[config.mk]
export PLATFORM = sky130hd
export DESIGN_NAME = irq_vector_ctl
export DESIGN_NICKNAME = d
export VERILOG_FILES = /design/src/rtl/irq_vector_ctl.sv
export SDC_FILE = /design/constraint.sdc
export NUM_CORES = 1
export LEC_CHECK = 0
export ABC_AREA = 1
export BUFFER_PORTS_ARGS = -buffer_cell sky130_fd_sc_hd__buf_2
export CAP_MARGIN = 15
export CORE_MARGIN = 10
export CORE_UTILIZATION = 35
export CTS_CLUSTER_DIAMETER = 80
export DETAILED_ROUTE_END_ITERATION = 10
export SYNTH_ARGS = -nofsm -noshare
export SYNTH_HDL_FRONTEND = slang
export SYNTH_SLANG_ARGS = --single-unit
[constraint.sdc]
create_clock -name clk -period 1.4 [get_ports clk]
set_input_delay 0.07 -clock clk [delete_from_list [all_inputs] [get_ports clk]]
set_output_delay 0.07 -clock clk [all_outputs]
set_load 0.005 [all_outputs]
[src/rtl/irq_vector_ctl.sv]
module irq_vector_ctl #(
  parameter int VEC_W  = 8,
  parameter int N_TYPE = 4
) (
  input  logic              clk,
  input  logic              rst_n,
  input  logic              reg_we,
  input  logic              reg_sel,
  input  logic [VEC_W-1:0]  reg_wdata,
  input  logic [N_TYPE-1:0] req_a,
  input  logic [N_TYPE-1:0] req_b,
  input  logic [N_TYPE-1:0] clr_a,
  input  logic [N_TYPE-1:0] clr_b,
  input  logic              iack_n,
  output logic              int_n,
  output logic [VEC_W-1:0]  vec_out,
  output logic              vec_oe
);
  localparam int CODE_W = 3;

  logic [VEC_W-1:0]  base;
  logic              ien, mode;
  logic [N_TYPE-1:0] pend_a, pend_b;
  logic              ack_q;
  logic [CODE_W-1:0] held_code, win_code, cur_code;

  function automatic logic [CODE_W-1:0] pick(input logic [N_TYPE-1:0] a,
                                             input logic [N_TYPE-1:0] b);
    if      (a[3]) return 3'b111;
    else if (a[2]) return 3'b110;
    else if (a[0]) return 3'b100;
    else if (a[1]) return 3'b101;
    else if (b[3]) return 3'b011;
    else if (b[2]) return 3'b010;
    else if (b[0]) return 3'b000;
    else if (b[1]) return 3'b001;
    else           return 3'b000;
  endfunction

  always_ff @(posedge clk or negedge rst_n) begin
    if (!rst_n) begin
      base <= '0;
      ien  <= 1'b0;
      mode <= 1'b0;
    end else if (reg_we) begin
      if (!reg_sel) base <= reg_wdata;
      else begin
        ien  <= reg_wdata[0];
        mode <= reg_wdata[2];
      end
    end
  end

  always_ff @(posedge clk or negedge rst_n) begin
    if (!rst_n) begin
      pend_a <= '0;
      pend_b <= '0;
    end else begin
      pend_a <= (pend_a & ~clr_a) | req_a;
      pend_b <= (pend_b & ~clr_b) | req_b;
    end
  end

  assign win_code = pick(pend_a, pend_b);
  assign cur_code = ack_q ? held_code : win_code;

  always_ff @(posedge clk or negedge rst_n) begin
    if (!rst_n) begin
      ack_q     <= 1'b0;
      held_code <= '0;
    end else begin
      ack_q <= !iack_n;
      if (!iack_n && !ack_q) held_code <= win_code;
    end
  end

  assign int_n   = !(ien && (|pend_a || |pend_b));
  assign vec_oe  = !iack_n;
  assign vec_out = (mode && ien) ? {base[VEC_W-1:4], cur_code, base[0]} : base;
endmodule

=== Word level (Yosys, flattened, before mapping) ===
Index checks and enable logic that the tools add are counted.

* Bits in registers: 22
* Input port bits: 29
* Output and inout bits: 10

* Multiplexer cells: 10
* Bitwise logic cells: 7
* Reduce and logical (&&, ||, !) cells: 11

{| class="wikitable"
|+ Operators with widths
! kind !! count
|-
| $mux W3 || 5
|-
| $and A4 B4 Y4 || 2
|-
| $not A4 Y4 || 2
|-
| $or A4 B4 Y4 || 2
|-
| $reduce_or A4 Y1 || 2
|-
| $mux W2 || 2
|-
| $mux W4 || 1
|-
| $reduce_and A2 Y1 || 2
|-
| $logic_and A1 B1 Y1 || 3
|-
| $logic_not A1 Y1 || 3
|-
| $mux W1 || 2
|-
| $logic_or A1 B1 Y1 || 1
|-
| $not A1 Y1 || 1
|}

=== Longest topological paths before layout ===
* Depth after elaboration: 10
* Depth in mapped cells: 7
* Gate-level depth less buffers: 7

=== Worst setup path before layout ===
Ideal clock, no wire load.

* Kind: reg2reg
* Start: register ack_q
* End: register held_code[2]
* Arrival: 876 ps
* Path slack: 399 ps
* Stages on the path, launching flop included: 3
* Buffers on the path: 0
* Period minus slack after synthesis: 1,001 ps
* Cell sequence: dfrtp_1 -> nor2_2 -> mux2_4

* Word-level cells in the longest chain between the ends: 2

{| class="wikitable"
|+ RTL lines
! what !! RTL line !! source
|-
| start: declaration || 24 || <nowiki>logic ack_q;</nowiki>
|-
| start signal: assignment || 72 || <nowiki>ack_q <= !iack_n;</nowiki>
|-
| $logic_not A1 Y1 || 73 || <nowiki>if (!iack_n && !ack_q) held_code <= win_code;</nowiki>
|-
| $logic_and A1 B1 Y1 || 73 ||
|-
| end signal: assignment || 73 ||
|-
| end: declaration || 25 || <nowiki>logic [CODE_W-1:0] held_code, win_code, cur_code;</nowiki>
|}

Every way passes these cells.
A chain may end at the register's enable or synchronous reset.

=== Final worst setup path ===
* Start: register pend_a[0]
* End: output port vec_out[2]

* Word-level cells in the longest chain between the ends: 5

{| class="wikitable"
|+ RTL lines
! what !! RTL line !! source
|-
| start: declaration || 23 || <nowiki>logic [N_TYPE-1:0] pend_a, pend_b;</nowiki>
|-
| start signal: assignment || 59 || <nowiki>pend_a <= (pend_a & ~clr_a) | req_a;</nowiki>
|-
| $mux W3 || 31 || <nowiki>else if (a[0]) return 3'b100;</nowiki>
|-
| $mux W3 || 30 || <nowiki>else if (a[2]) return 3'b110;</nowiki>
|-
| $mux W3 || 29 || <nowiki>if (a[3]) return 3'b111;</nowiki>
|-
| $mux W3 || 65 || <nowiki>assign cur_code = ack_q ? held_code : win_code;</nowiki>
|-
| $mux W4 || 79 || <nowiki>assign vec_out = (mode && ien) ? {base[VEC_W-1:4], cur_code, base[0]} : base;</nowiki>
|-
| end: declaration || 16 || <nowiki>output logic [VEC_W-1:0] vec_out,</nowiki>
|}

Every way passes these cells.

==> reports/results.env <==
WORSTSETUPENDPOINTTYPE='primary output'
MAXIMUM_LEVEL_OF_THE_CTS_H_TREE=1
CRIT_TYPE='register to primary output'
ROOT_BUFFER='clkbuf_4'
POSTSYNTHREGISTERBITS=22
TRITONCTS_BUFFER_COUNT=3
GRT.TOTAL_USAGE=0.09890
YS_TYPES=16
STD_CELL_ROWS=19
DRT_PRE_ANTENNA_ITERS=4
WORSTREG2REGEND='pend_b[2]'
TIMING.FINAL.SETUP_VIOLATIONS=1
CLOCK_SKEW_NS=0.01053
RR_STARTPOINT='pend_b[2]'
ENDPOINT_OF_THE_WORST_HOLD_PATH='ien'
WORSTPATHARRIVAL_NS=1.33
POSTSYNTHNETCOUNT=126
VIOLATIONS='negative setup slack'
IO_BUFFER_COUNT=38
CLK_TRANSITION_REPORTED_PATHS_NS=0.13
SYN-MEAN-INSTANCE-AREA_UM2=10.29
SWITCHING_SHARE=0.2359
R2R_SLACK_NS=0.07
FP.DIEAREA_MM2=0.005389
MAXIMUM_NUMBER_OF_BUFFERS_FROM_CLOCK_ROOT_TO_SINK=2
P_SW_uW=363.5
REMAINING_DRC_ERRORS=0
FIN_NETS=192
FINAL-SEQ-AREA_UM2=550.5
GRT-OVFL-TOTAL=0
SYNTH.TOP_CELLS.BY_AREA='dfrtp_1, mux2_4, o21bai_1, nand2_1, inv_1'
DR_TOTAL_VIAS=873
DRT-VIAS-PER-INSTANCE=4.523
FINAL_CORE_UTILIZATION=0.5565
STATUS='finished with violations'
P_SEQ_FRAC=0.482
WORSTSETUPSTARTPOINTTYPE='register'
TIMING.FINAL.CRIT_SHARE=1.002
YS_SEQ_AREA_FRAC=0.5514
WORST-ENDPOINT-REQUIRED_NS=1.33
SYNTH_TOP_AREA_FRAC=0.5514
ROUTE.DETAILED.WL_PER_INST_UM=12.85
POST_SYNTH_INSTANCE_AREA_UM2=998.5
VIAS_IN_THE_FIRST_GLOBAL_ROUTE=976
COREAREA_MM2=0.002734
CTS_TREE='built'
INITIAL_UTILIZATION=0.3652
MAXCLOCKFREQUENCY_MHz=713.0
FRACTION_OF_FINAL_LAYOUT_CELLS_WITH_DRIVE_STRENGTH_GREATER_THAN_1=0.3889
YS.WARNINGS.COUNT=0
ANT_NETS=0
GRT_FIRST_PASS_WIRELENGTH_MM=4.271
N_FILL_CELL=236
CRITICAL_PATH_PEAK_FANOUT=2
HOLD_PATH.CLASS='input port to register'
DRT_FIRST_ITER_VIOLATIONS=25
CLKLATENCYLATEPIN_NS=0.31
HOLD_VIOLATIONS=0
GRT_ANTENNA_BEFORE_REPAIR=0
DIE_W_UM=73.41
COMBPWRFRAC=0.204
TIMING.HOLD.WORST_PATH_DEPTH=3
CTS_SINKS=22
WORST_R2R_PATH_DEPTH=4
NETLIST.TOP_CELL.BY_AREA='dfrtp_1'
POSTSYNTHCELLCOUNT=97
SLEW-LIMIT-HEADROOM=0.6769
ANTENNADIODECOUNT=0
LAYOUT-AREA-OVERHEAD-VS-SYNTH_PCT=52.38
POST_ROUTE_MINIMUM_PERIOD_NS=1.403
SLEW_VIOLATIONS=0
HOLD_PATH.STARTPOINT='reg_wdata[0]'
VDD_IR_DROP_MAX_mV=0.6767
POWER.STATIC_LEAKAGE_uW=0.0007799
MULTI_INPUT_AREA_UM2=370.4
INTPOWER_uW=1178
MAX_CAP_VIOLATIONS=0
GP_CONGESTION=0.7654
GRT_SETUP_UNREPAIRED='true'
POST-LAYOUT-TOTAL-POWER_uW=1541
POWER_PER_CELL_AREA_mW_PER_MM2=1013
FIN_WS_NS=-0.002608
CLKPWRFRAC=0.313
PIN_COUNT_OF_THE_BIGGEST_NET_ENTERING_GLOBAL_ROUTING=23
BOUNDARYPINS=39
WIRELENGTH_MM=2.480
DP_HPWL_MM=1.782
DIE_H_UM=73.41
WORST_SLEW_PIN_SLEW_NS=0.4846
-- per-stage QoR --
stage / cells / hold slack (ns) / worst slack [ns] / setup TNS [ns] / area [um^2]
finish: 193 / 0.01727 / -0.002608 / -0.002608 / 1521
global route: 193 / 0.01292 / -0.1095 / -0.2194 / 1521
CTS: 189 / 0.01110 / -0.02020 / -0.02020 / 1483
detailed placement: 161 / 0.06109 / 0.3425 / 0 / 1190
global placement: 161 / 0.05761 / 0.3393 / 0 / 1190
floorplan: 97 / -0.2256 / 0.3988 / 0 / 998.5
-- worst max-delay path by stage --
| stage | start | to | slack [ns] | cells past startpoint |
|---|---|---|---|---|
| floorplan | ack_q | held_code[2] | 0.40 | 2 |
| global placement | pend_a[3] | int_n | 0.34 | 4 |
| detailed placement | pend_a[1] | int_n | 0.34 | 4 |
| CTS | pend_a[1] | vec_out[2] | -0.02 | 6 |
| global route | pend_a[0] | vec_out[2] | -0.11 | 6 |
| finish | pend_a[0] | vec_out[2] | -0.003 | 6 |
-- placed cells by master (no fill, tap or decap), drive strengths merged --
| cell type | count |
|---|---|
| buf | 42 |
| dlygate4sd3 | 24 |
| dfrtp | 22 |
| nand2 | 16 |
| inv | 13 |
| o21bai | 8 |
| mux2 | 7 |
| o21ai | 7 |
| nor2 | 7 |
| a21oi | 6 |
| nand3 | 4 |
| clkbuf | 3 |
| nand4 | 1 |
| a31oi | 1 |
| bufinv | 1 |
-- worst max-delay path, cell delays in order (launching register included) --
cell and delay, ns:
dfrtp_1 0.42, nor2_2 0.12, o21ai_1 0.08, nand3_1 0.10, nand2_1 0.08, a21oi_2 0.11
buf_2 0.12
-- synthesized netlist by cell type --
cell	count
dfrtp_1	22
inv_1	12
a31oi_1	1
nand2_1	15
mux2_4	7
nand4_1	1
o21ai_1	1
nand2_4	1
o21ai_0	6
buf_4	5
nor2_1	5
a21oi_1	6
o21bai_1	8
nand3_1	4
inv_2	1
nor2_2	2
-- layer usage --
layer	global-route usage	vias to the layer above	part of all wire
met4	0.03727	0	0.011
met5	0	-	0
li1	-	444	-
met3	0.02423	2	0.034
met2	0.1719	15	0.54
met1	0.1137	412	0.41
-- final cells by class --
class / count / area share
Tap cell: 31 / 0.02549
Timing Repair Buffer: 66 / 0.3026
Clock inverter: 1 / 0.01974
Clock buffer: 3 / 0.01480
Inverter: 13 / 0.03207
Multi-Input combinational cell: 57 / 0.2434
Sequential cell: 22 / 0.3618
-- repair_timing --
item | 4_1_cts | 5_1_grt
cloned | 0 | 0
hold endpoints to repair | 37 | 0
setup buffers | 0 | 4
hold buffers | 24 | 0
pin swaps | 0 | 3
gates resized for setup | 1 | 6
endpoints found under the setup margin | 2 | 4
-- power by group through the flow --
| stage | sequential, uW | clock [uW] | combinational, uW |
|---|---|---|---|
| after CTS | 742 | 495 | 302 |
| after detailed placement | 754 | 0 | 245 |
| after global placement | 751 | 0 | 241 |
| after floorplan | 743 | 0 | 159 |
| final | 743 | 483 | 315 |
| after global routing | 755 | 526 | 354 |
-- logic make-up after synthesis --
| family | synth area share |
|---|---|
| and+or+nand+nor | 0.1253 |
| buffers and inverters | 0.08646 |
| muxes | 0.1053 |
| AOI/OAI and AO/OA | 0.1316 |
| DFF | 0.5514 |
-- sequential cells by signal (all words and copies together) (netlist names) --
name and count:
ien 1, pend_a 4, base 8, ack_q 1, held_code 3, pend_b 4, mode 1
No activity file was read; power rests on OpenSTA's default activity.
